`config.mk`:
```
export PLATFORM = sky130hd
export DESIGN_NAME = gfa_arbiter
export DESIGN_NICKNAME = d
export VERILOG_FILES = /design/src/rtl/gfa_pkg.sv /design/src/rtl/gfa_stage_pend.sv /design/src/rtl/gfa_subcode_store.sv /design/src/rtl/gfa_pick.sv /design/src/rtl/gfa_arbiter.sv
export SDC_FILE = /design/constraint.sdc
export NUM_CORES = 2
export LEC_CHECK = 0
export ABC_AREA = 1
export BUFFER_PORTS_ARGS = -buffer_cell sky130_fd_sc_hd__buf_2
export CORE_MARGIN = 1.5
export CORE_UTILIZATION = 45
export CTS_CLUSTER_DIAMETER = 50
export DETAILED_ROUTE_END_ITERATION = 6
export PLACE_DENSITY = 0.61
export SYNTH_ARGS = -nofsm -noshare
export SYNTH_HDL_FRONTEND = slang
export SYNTH_SLANG_ARGS = --single-unit
export TNS_END_PERCENT = 20
```
`constraint.sdc`:
```
create_clock -name clk -period 3 [get_ports clk]
set_input_delay 0.6 -clock clk [delete_from_list [all_inputs] [get_ports clk]]
set_output_delay 0.6 -clock clk [all_outputs]
set_load 0.005 [all_outputs]
```
`src/rtl/gfa_pkg.sv`:
```
package gfa_pkg;
  typedef enum logic [2:0] {
    PICK_CONN,
    PICK_TIMER,
    PICK_EXEC,
    PICK_FLOAT,
    PICK_TROUBLE
  } pick_e;
endpackage

```
`src/rtl/gfa_stage_pend.sv`:
```
module gfa_stage_pend #(
  parameter int W = 32
) (
  input  logic         clk,
  input  logic         rst_n,
  input  logic [W-1:0] set_mask,
  input  logic         promote,
  input  logic [W-1:0] clr_mask,
  output logic [W-1:0] stage_q,
  output logic [W-1:0] pend_q
);
  logic [W-1:0] stage_d, pend_d;
  logic         stage_en, pend_en;

  always_comb begin
    stage_en = promote | (|set_mask);
    pend_en  = promote | (|clr_mask);
    stage_d  = promote ? set_mask : (stage_q | set_mask);
    pend_d   = (pend_q & ~clr_mask) | (promote ? stage_q : '0);
  end

  always_ff @(posedge clk or negedge rst_n) begin
    if (!rst_n) begin
      stage_q <= '0;
      pend_q  <= '0;
    end else begin
      if (stage_en) stage_q <= stage_d;
      if (pend_en)  pend_q  <= pend_d;
    end
  end
endmodule

```
`src/rtl/gfa_subcode_store.sv`:
```
module gfa_subcode_store #(
  parameter int N     = 32,
  parameter int SUB_W = 64,
  localparam int IW   = $clog2(N)
) (
  input  logic             clk,
  input  logic             rst_n,
  input  logic             wr_en,
  input  logic [IW-1:0]    wr_idx,
  input  logic [SUB_W-1:0] wr_data,
  input  logic [IW-1:0]    rd_idx,
  output logic [SUB_W-1:0] rd_data
);
  logic [SUB_W-1:0] slot_q [N];

  for (genvar i = 0; i < N; i++) begin : g_slot
    logic slot_en;
    assign slot_en = wr_en && (wr_idx == IW'(i));
    always_ff @(posedge clk or negedge rst_n) begin
      if (!rst_n)       slot_q[i] <= '0;
      else if (slot_en) slot_q[i] <= wr_data;
    end
  end

  assign rd_data = slot_q[rd_idx];
endmodule

```
`src/rtl/gfa_pick.sv`:
```
module gfa_pick
  import gfa_pkg::*;
#(
  parameter int N         = 32,
  parameter int FLOAT_N   = 3,
  parameter int CONN_BIT  = 8,
  parameter int TIMER_BIT = 4,
  parameter int EXEC_BIT  = 15,
  localparam int IW       = $clog2(N)
) (
  input  logic [N-1:0]       pend,
  input  logic [FLOAT_N-1:0] fpend,
  input  logic               compat,
  input  logic               allow_timer,
  output pick_e              pick,
  output logic [IW-1:0]      pick_num,
  output logic               pick_float,
  output logic [N-1:0]       clr_mask,
  output logic [FLOAT_N-1:0] fclr_mask
);
  always_comb begin
    pick       = PICK_TROUBLE;
    pick_num   = IW'(N - 1);
    pick_float = 1'b0;
    clr_mask   = '0;
    fclr_mask  = '0;
    if (pend[CONN_BIT]) begin
      pick               = PICK_CONN;
      pick_num           = IW'(CONN_BIT);
      clr_mask[CONN_BIT] = 1'b1;
    end else if (allow_timer && pend[TIMER_BIT]) begin
      pick                = PICK_TIMER;
      pick_num            = IW'(TIMER_BIT);
      clr_mask[TIMER_BIT] = 1'b1;
    end else if (pend[EXEC_BIT]) begin
      pick               = PICK_EXEC;
      pick_num           = IW'(EXEC_BIT);
      clr_mask[EXEC_BIT] = 1'b1;
    end else if (compat && (|fpend)) begin
      pick       = PICK_FLOAT;
      pick_float = 1'b1;
      for (int i = FLOAT_N - 1; i >= 0; i--) begin
        if (fpend[i]) begin
          pick_num  = IW'(i + 1);
          fclr_mask = FLOAT_N'(1) << i;
        end
      end
    end
  end
endmodule

```
`src/rtl/gfa_arbiter.sv`:
```
module gfa_arbiter
  import gfa_pkg::*;
#(
  parameter int NUM_FAULTS = 32,
  parameter int SUB_W      = 64,
  parameter int FLOAT_N    = 3,
  parameter int CONN_BIT   = 8,
  parameter int TIMER_BIT  = 4,
  parameter int EXEC_BIT   = 15,
  localparam int NUM_W     = $clog2(NUM_FAULTS),
  localparam int FCODE_W   = $clog2(2 * FLOAT_N + 2)
) (
  input  logic               clk,
  input  logic               rst_n,
  input  logic               req_set,
  input  logic [NUM_W-1:0]   req_num,
  input  logic [SUB_W-1:0]   req_sub,
  input  logic               ftrap_set,
  input  logic [FCODE_W-1:0] ftrap_code,
  input  logic               compat_mode,
  input  logic               advance,
  input  logic               timer_clr,
  input  logic               dispatch,
  input  logic               allow_timer,
  output logic               fault_valid,
  output logic [NUM_W-1:0]   fault_num,
  output logic [SUB_W-1:0]   fault_sub,
  output logic               fault_float,
  output logic               pend_any,
  output logic               pend_no_timer
);
  localparam logic [NUM_FAULTS-1:0] TIMER_MASK = NUM_FAULTS'(1) << TIMER_BIT;

  logic [NUM_FAULTS-1:0] main_set, main_clr, main_stage, main_pend;
  logic [FLOAT_N-1:0]    flt_set, flt_clr, flt_stage, flt_pend;
  logic [FCODE_W-2:0]    flt_idx;
  logic                  flt_promote;

  pick_e                 pick;
  logic [NUM_W-1:0]      pick_num;
  logic                  pick_float;
  logic [NUM_FAULTS-1:0] pick_clr;
  logic [FLOAT_N-1:0]    pick_fclr;
  logic [SUB_W-1:0]      store_rd;
  logic [SUB_W-1:0]      sub_d;

  logic                  valid_q;
  logic [NUM_W-1:0]      num_q;
  logic [SUB_W-1:0]      sub_q;
  logic                  float_q;

  // request decode
  always_comb begin
    main_set = req_set ? (NUM_FAULTS'(1) << req_num) : '0;
    flt_idx  = ftrap_code[FCODE_W-1:1];
    flt_set  = '0;
    if (ftrap_set && (flt_idx != '0) && (int'(flt_idx) <= FLOAT_N))
      flt_set = FLOAT_N'(1) << (flt_idx - 1'b1);
    flt_promote = advance & compat_mode;
    main_clr = (dispatch ? pick_clr : '0) | (timer_clr ? TIMER_MASK : '0);
    flt_clr  = dispatch ? pick_fclr : '0;
  end

  gfa_stage_pend #(.W(NUM_FAULTS)) u_main (
    .clk      (clk),
    .rst_n    (rst_n),
    .set_mask (main_set),
    .promote  (advance),
    .clr_mask (main_clr),
    .stage_q  (main_stage),
    .pend_q   (main_pend)
  );

  gfa_stage_pend #(.W(FLOAT_N)) u_float (
    .clk      (clk),
    .rst_n    (rst_n),
    .set_mask (flt_set),
    .promote  (flt_promote),
    .clr_mask (flt_clr),
    .stage_q  (flt_stage),
    .pend_q   (flt_pend)
  );

  gfa_subcode_store #(.N(NUM_FAULTS), .SUB_W(SUB_W)) u_store (
    .clk     (clk),
    .rst_n   (rst_n),
    .wr_en   (req_set),
    .wr_idx  (req_num),
    .wr_data (req_sub),
    .rd_idx  (pick_num),
    .rd_data (store_rd)
  );

  gfa_pick #(
    .N         (NUM_FAULTS),
    .FLOAT_N   (FLOAT_N),
    .CONN_BIT  (CONN_BIT),
    .TIMER_BIT (TIMER_BIT),
    .EXEC_BIT  (EXEC_BIT)
  ) u_pick (
    .pend        (main_pend),
    .fpend       (flt_pend),
    .compat      (compat_mode),
    .allow_timer (allow_timer),
    .pick        (pick),
    .pick_num    (pick_num),
    .pick_float  (pick_float),
    .clr_mask    (pick_clr),
    .fclr_mask   (pick_fclr)
  );

  always_comb begin
    case (pick)
      PICK_FLOAT:   sub_d = '0;
      PICK_TROUBLE: sub_d = SUB_W'(main_pend);
      default:      sub_d = store_rd;
    endcase
  end

  always_ff @(posedge clk or negedge rst_n) begin
    if (!rst_n) begin
      valid_q <= 1'b0;
      num_q   <= '0;
      sub_q   <= '0;
      float_q <= 1'b0;
    end else begin
      valid_q <= dispatch;
      if (dispatch) begin
        num_q   <= pick_num;
        sub_q   <= sub_d;
        float_q <= pick_float;
      end
    end
  end

  assign fault_valid   = valid_q;
  assign fault_num     = num_q;
  assign fault_sub     = sub_q;
  assign fault_float   = float_q;
  assign pend_any      = (|main_pend) | (compat_mode & (|flt_pend));
  assign pend_no_timer = (|(main_pend & ~TIMER_MASK)) | (compat_mode & (|flt_pend));
endmodule

```
* Yosys cells after proc, flatten, opt, wreduce, memory -nomap -nowiden
Cells that the tools add are included.
** Storage, ports and cells
- Register bits after elaboration :: 2189
- Input port bits :: 81
- Word-level logic and storage cells :: 180
** Cells by class
- $add $sub $neg :: 1
- Order comparisons :: 1
- Eq/ne operators :: 33
- Shifts and indexed selects :: 2
- Muxes and demuxes :: 41
- Bitwise gates (word level) :: 18
- Reductions and logical operators :: 44
** Operators by type and width (count)
- $bmux 64 s5 :: 1
- $mux 64 :: 2
- $pmux 64 s2 :: 1
- $mux 32 :: 3
- $reduce_or 32->1 :: 3
- $eq 5x5->1 const B :: 16
- $or 32x32->32 :: 2
- $mux 3 :: 15
- $eq 5x4->1 const B :: 8
- $mux 5 :: 8
- $logic_and 1x1->1 :: 35
- $and 32x32->32 :: 1
- $not 16->32 :: 1
- $shl 1x5->32 const A :: 1
- $reduce_or 31->1 :: 1
- $eq 5x3->1 const B :: 4
- $mux 16 :: 1
- $or 16x5->16 :: 1
- $eq 5x2->1 const B :: 2
- $mux 1 :: 10
- $reduce_or 3->1 :: 3
- $ge 6x6->1 const B :: 1
- $not 5->6 :: 1
- $or 1x1->1 :: 6
- other kinds (11) :: 13

* Longest topological paths before layout
- Depth after elaboration :: 12
- Mapped depth :: 14
- Depth with buffers taken out :: 11

* Cells and area by module
A second synthesis with hierarchy kept.
** Second synthesis, totals
- Cell total of the unflattened synthesis :: 12522
- Area, all modules :: 99548.0 sq um
** By module, submodules not included
- gfa_subcode_store :: instances 1, cells each 11541, area each 92322.3 sq um
- gfa_arbiter :: instances 1, cells each 591, area each 4005.1 sq um
- gfa_stage_pend (u_main) :: instances 1, cells each 296, area each 2581.2 sq um
- gfa_pick :: instances 1, cells each 66, area each 406.6 sq um
- gfa_stage_pend (u_float) :: instances 1, cells each 28, area each 232.7 sq um

* Worst setup path before layout
No wires, ideal clock.
- Path kind :: input -> register
- Start point :: in allow_timer
- End point :: reg sub_q[36] (netlist: fault_sub[36])
- Library setup time :: 118 ps
- Data arrival time :: 1749 ps
- Required time :: 2882 ps
- Setup slack :: 1133 ps
- Stages :: 13
- Path buffers :: 3
- Cell sequence :: nand2_2 -> inv_2 -> nor2_2 -> buf_4 -> nand2_4 -> buf_2 -> buf_2 -> a21oi_1 -> nand2_1 -> nand3_1 -> nand3_1 -> nand3_1 -> nand2_1
** Between the ends
- Word-level cells in the longest chain between the ends :: 8
- Elaborated cells on any way between the ends :: 12
** RTL lines
- start, declared :: line gfa_arbiter.sv:24 : input logic allow_timer,
- $logic_and 1x1->1 (*) :: line gfa_pick.sv:31 : end else if (allow_timer && pend[TIMER_BIT]) begin
- $mux 5 :: line gfa_pick.sv:31
- $mux 5 :: line gfa_pick.sv:27 : if (pend[CONN_BIT]) begin
- $not 5->6 (not written as such) :: line gfa_subcode_store.sv:25 : assign rd_data = slot_q[rd_idx];
- $bmux 64 s5 :: line gfa_subcode_store.sv:25
- $mux 64 (not written as such) (2 in series) :: line gfa_subcode_store.sv:25
- $pmux 64 s2 (*) :: line gfa_arbiter.sv:113 : case (pick)
- end signal, assigned :: line gfa_arbiter.sv:130 : sub_q <= sub_d;
- end, declared :: line gfa_arbiter.sv:49 : logic [SUB_W-1:0] sub_q;
Every way passes the cells marked *; elsewhere a longest branch is shown, timed or not. The select of a mux whose other input is x is not followed.
A chain may end at the register's enable or synchronous reset.

* Worst setup path after layout
- Start point :: reg u_main.pend_q[26]
- End point :: out pend_no_timer
** Between the ends
- Word-level cells in the longest chain between the ends :: 2
** RTL lines
- start, declared :: line gfa_stage_pend.sv:10 : output logic [W-1:0] pend_q
- start signal, assigned :: line gfa_stage_pend.sv:28 : if (pend_en) pend_q <= pend_d;
- $reduce_or 31->1 :: line gfa_arbiter.sv:141 : assign pend_no_timer = (|(main_pend & ~TIMER_MASK)) | (compat_mode & (|flt_pend));
- $or 1x1->1 :: line gfa_arbiter.sv:141
- end, declared :: line gfa_arbiter.sv:30 : output logic pend_no_timer
Every way passes these cells.

==> out/summary.md <==
The post-synthesis compound-gate area fraction is 11.6%. The post-synthesis share of cell area spent on and, or, nand and nor gates was 25.2%. Post-placement worst setup slack: -0.0150 ns. The highest metal layer carrying signal wires in the routed design is met4.

The Yosys step of the flow raised 0 warnings. The logs give 45.4k for the via total after detailed routing and 24 for the count of cell types in the netlist. In the routed design, unresolved DRC markers number 0. The vertical die dimension was 350 µm; the share of cell area taken by muxes after synthesis was 0%. The number of cells on the worst hold path was 2; the depth of the worst register-to-register path was 12. After clock tree synthesis, the clock-pin slew on the worst setup and hold paths is 0.06 ns. Setup repair after global routing could not meet its margin everywhere. The first TritonRoute pass finished after 7 iterations.

In the post-synthesis netlist, the biggest area contributors are dfrtp_1 (54%), nand2_1 (13%), o21ai_0 (10%), nand3_1 (10%), inv_1 (4.2%). Setup violations remaining at the end of the flow were counted as 0. Counting I/O delays and the setup requirement, the final critical path takes 2.87 ns. The initial utilization of the core area, before any placement, comes to 45.3%.

Largest family of logic cells by synthesized area: simple AND/OR/NAND/NOR gates. The number of placed cells counting well taps was 8146; the proportion of register bits with asynchronous set or reset after synthesis was 100%. The average instance in the mapped netlist occupies 7.88 µm².

Buffers added to address setup during post-CTS repair amount to 0. The slew at the pin closest to its max-slew limit is 0.804 ns. The count of routing violations after the opening detailed-route iteration is 4847, and the static leakage power is 30.0 nW.

The period utilization was 95.6%; the number of max-capacitance violations reported was 0. In the final routed layout, each cell accounts on average for 19.6 µm. The die covers 0.122 mm².

Counting flops with a built-in enable in the synthesized netlist gives 0. The final layout contains routed wiring with a total length of 165000 µm. The run finished with clean final reports. In this run the tool buffered the top-level ports with 152 buffer cells. The clock latency of the later-clocked register in the worst-skew pair came out at 0.77 ns. Cell at the root of the clock tree: clkbuf_16. The run gives 3 as the initial antenna violation count. The run gives 9400 µm as the sum of met3 wire segment lengths after detailed routing. The standard cell core area came out at 0.120 mm².

The first global-routing pass estimated 258000 µm of wire. TritonCTS built the clock tree. For the met1 wire length, the log shows 73300 µm. The number of nets with antenna violations after detailed routing was 0; the total CTS buffers was 138. Number of storage elements in the synthesis netlist: 1165. The post-synthesis cell count is 6877, and the number of levels in the clock H-tree is 4. The worst endpoint required time was 2.40 ns. The tools report the slack of the critical path as 0.133 ns.

Classification of the worst-slack hold path: in2reg. The number of cells on the critical path came out at 6. The kind of critical path was reg2out. The critical path buffer and inverter count was 2. After legalization and detailed placement, the total HPWL measured 90100 µm. The count of clock tree sinks was 1165; the wire length on met2 was 76800 µm.

For this run, the leading register cell type out of synthesis is dfrtp_1. Number of nets produced by synthesis: 6958. The highest-delay cell along the critical path was or4_1. On the critical path the largest part of the delay comes from simple AND/OR/NAND/NOR gates.

The run gives 53.8% as the share of the yosys chip area belonging to registers. Of the total synthesized cell area, the portion taken by full adders, half adders and majority gates is 0%. The synthesis-to-layout area growth was 13.3%. STA classifies the critical path startpoint as a register. For the non-filler instance count after layout, the log shows 8396. After global routing the overflow that remains totals 0. The setup skew after layout was 0.0235 ns; the portion of synthesized cell area occupied by the leading cell type was 53.8%. From left edge to right edge, the die measures 350 µm. Derived from the worst setup path, the maximum achievable clock frequency is 0.349 GHz. Counting the fill cells in the layout gives 11.5k. Traced cell by cell, the critical path runs through inv_1, nand2_1, or4_1, nor3_1, nand2_1, buf_2. STA puts the critical path data arrival time at 2.27 ns. The cell repeated most along the worst path was nand2_1. The critical path's largest stage delay came out at 0.51 ns. VDD sags by at most 0.654 mV.

In this run the count of I/O pins placed on the die edge is 154. The logs give 27.2% for the overall global routing resource usage and 127 for the row count. After detailed routing, the number of vias per cell comes to 5.41. The library cell used most frequently in the layout, excluding fill and tap cells, is nand2_1.

The run gives 3 as the buffer levels on the longest clock path. Ratio of cells with drive above 1 in the final layout: 8.43%. The largest area contributor in the netlist was dfrtp_1. Highest net fanout along the worst path: 3. The via count of the first global-routing pass came out at 42.8k.

STA classifies the critical path endpoint as an output pin. The worst pin sits at a relative slew slack of 46.4%. The congestion estimate from routability-driven global placement came to 0.855. For the cell area after synthesis, the log shows 0.0542 mm². For this run, the post-layout net count is 6758. For the count of pins over their slew limit, the log shows 0.

Power spread over the standard cell area amounts to 775 mW/mm². Of the total synthesized cell area, the portion taken by XOR and XNOR cells is 0%. The maximum number of pins on one net before global-route repair is 139.

In the layout the commonest cells are nand2_1 (1923), dfrtp_1 (1165), o21ai_0 (1122). The count of final hold-check violations was 0.
[report_power, final]
group | switching [W] | total, W | internal, W
combinational | 0.00662 | 0.0103 | 0.00371
clock | 0.00680 | 0.0173 | 0.0105
sequential | 0.00145 | 0.0199 | 0.0184
total | 0.0149 | 0.0475 | 0.0327
[worst paths after layout]
check	slack [ns]	to	from
setup reg to reg	0.30	fault_sub[1]	u_main.pend_q[15]
hold reg to reg	0.47	u_main.pend_q[19]	u_main.pend_q[19]
hold / removal	0.06	u_float.stage_q[0]	ftrap_code[2]
min in group asynchronous	0.33	u_store.slot_q[1298]	rst_n
max in group asynchronous	1.52	u_store.slot_q[1871]	rst_n
setup / recovery	0.13	pend_no_timer	u_main.pend_q[26]
[state kept, by name, indices dropped and copies added, names as in the netlist]
signal and count:
u_store.slot_q 1024, u_float.stage_q 3, fault_sub 64, u_float.pend_q 3
u_main.stage_q 32, fault_num 5, fault_valid 1, u_main.pend_q 32
fault_float 1
[metal layers]
| layer | global-route usage, % | up-vias |
|---|---|---|
| li1 | - | 21648 |
| met1 | 37.6 | 22072 |
| met2 | 43.9 | 1420 |
| met3 | 3.19 | 279 |
| met4 | 10.1 | 0 |
| met5 | 0 | - |
[synth_stat cells (5+ instances only)]
cell      number
buf_1         19
o21ai_0     1122
nor2_1        91
nand3b_1      66
inv_1        603
dfrtp_1     1165
nand4_1        6
o22ai_1        5
inv_2          7
clkbuf_1     425
buf_4         32
a21oi_1      123
nand2_1     1939
buf_2        181
nand3_1     1078
[metrics by stage]
| stage | TNS (ns) | area (µm²) | hold slack, ns | utilization (%) | power, W |
|---|---|---|---|---|---|
| floorplan | 0 | 54200 | 0.304 | - | 0.0269 |
| global placement | -0.0300 | 56600 | 0.455 | 47.3 | 0.0302 |
| detailed placement | -0.0150 | 56600 | 0.459 | 47.3 | 0.0304 |
| CTS | 0 | 61300 | 0.0135 | 51.3 | 0.0478 |
| global route | -0.000213 | 61300 | 0.0460 | 51.3 | 0.0502 |
| finish | 0 | 61300 | 0.0597 | 51.3 | 0.0475 |
[worst reg2reg max path, stage by stage (launching register included)]
cell and delay (ns):
dfrtp_1 0.48, inv_2 0.16, nand4_1 0.22, buf_4 0.24
nand2_4 0.26, buf_6 0.49, nand2_1 0.11, nand3_1 0.08
nand3_1 0.07, nand3_1 0.10, nand2_1 0.13, nand2_1 0.16
nand2_1 0.07
[layout make-up]
type | instances | area (µm²) | area share, %
repair buffers | 317 | 3060 | 4.99
flip-flops and latches | 1165 | 29200 | 47.5
multi-input cells | 4445 | 20100 | 32.8
inverters | 610 | 2300 | 3.75
well taps | 1612 | 2020 | 3.29
diodes | 1 | 2.50 | 0.00408
clock buffers | 190 | 3970 | 6.48
clock inverters | 56 | 727 | 1.18
[cells by family (layout without fill, tap and decap cells)]
logic type / Yosys count / in the layout
compound gates: 1252 / 1252
buf+inv: 1267 / 1173
flops: 1165 / 1165
other cells: 0 / 1
simple gates: 3193 / 3193
[timing repair]
item | CTS | global route
resized for setup | 1 | 3
hold buffers | 3 | 0
pin swaps | 0 | 0
setup endpoints to repair | 1 | 3
hold endpoints to repair | 52 | 0
Note: power is estimated with default switching activity, not from simulation.
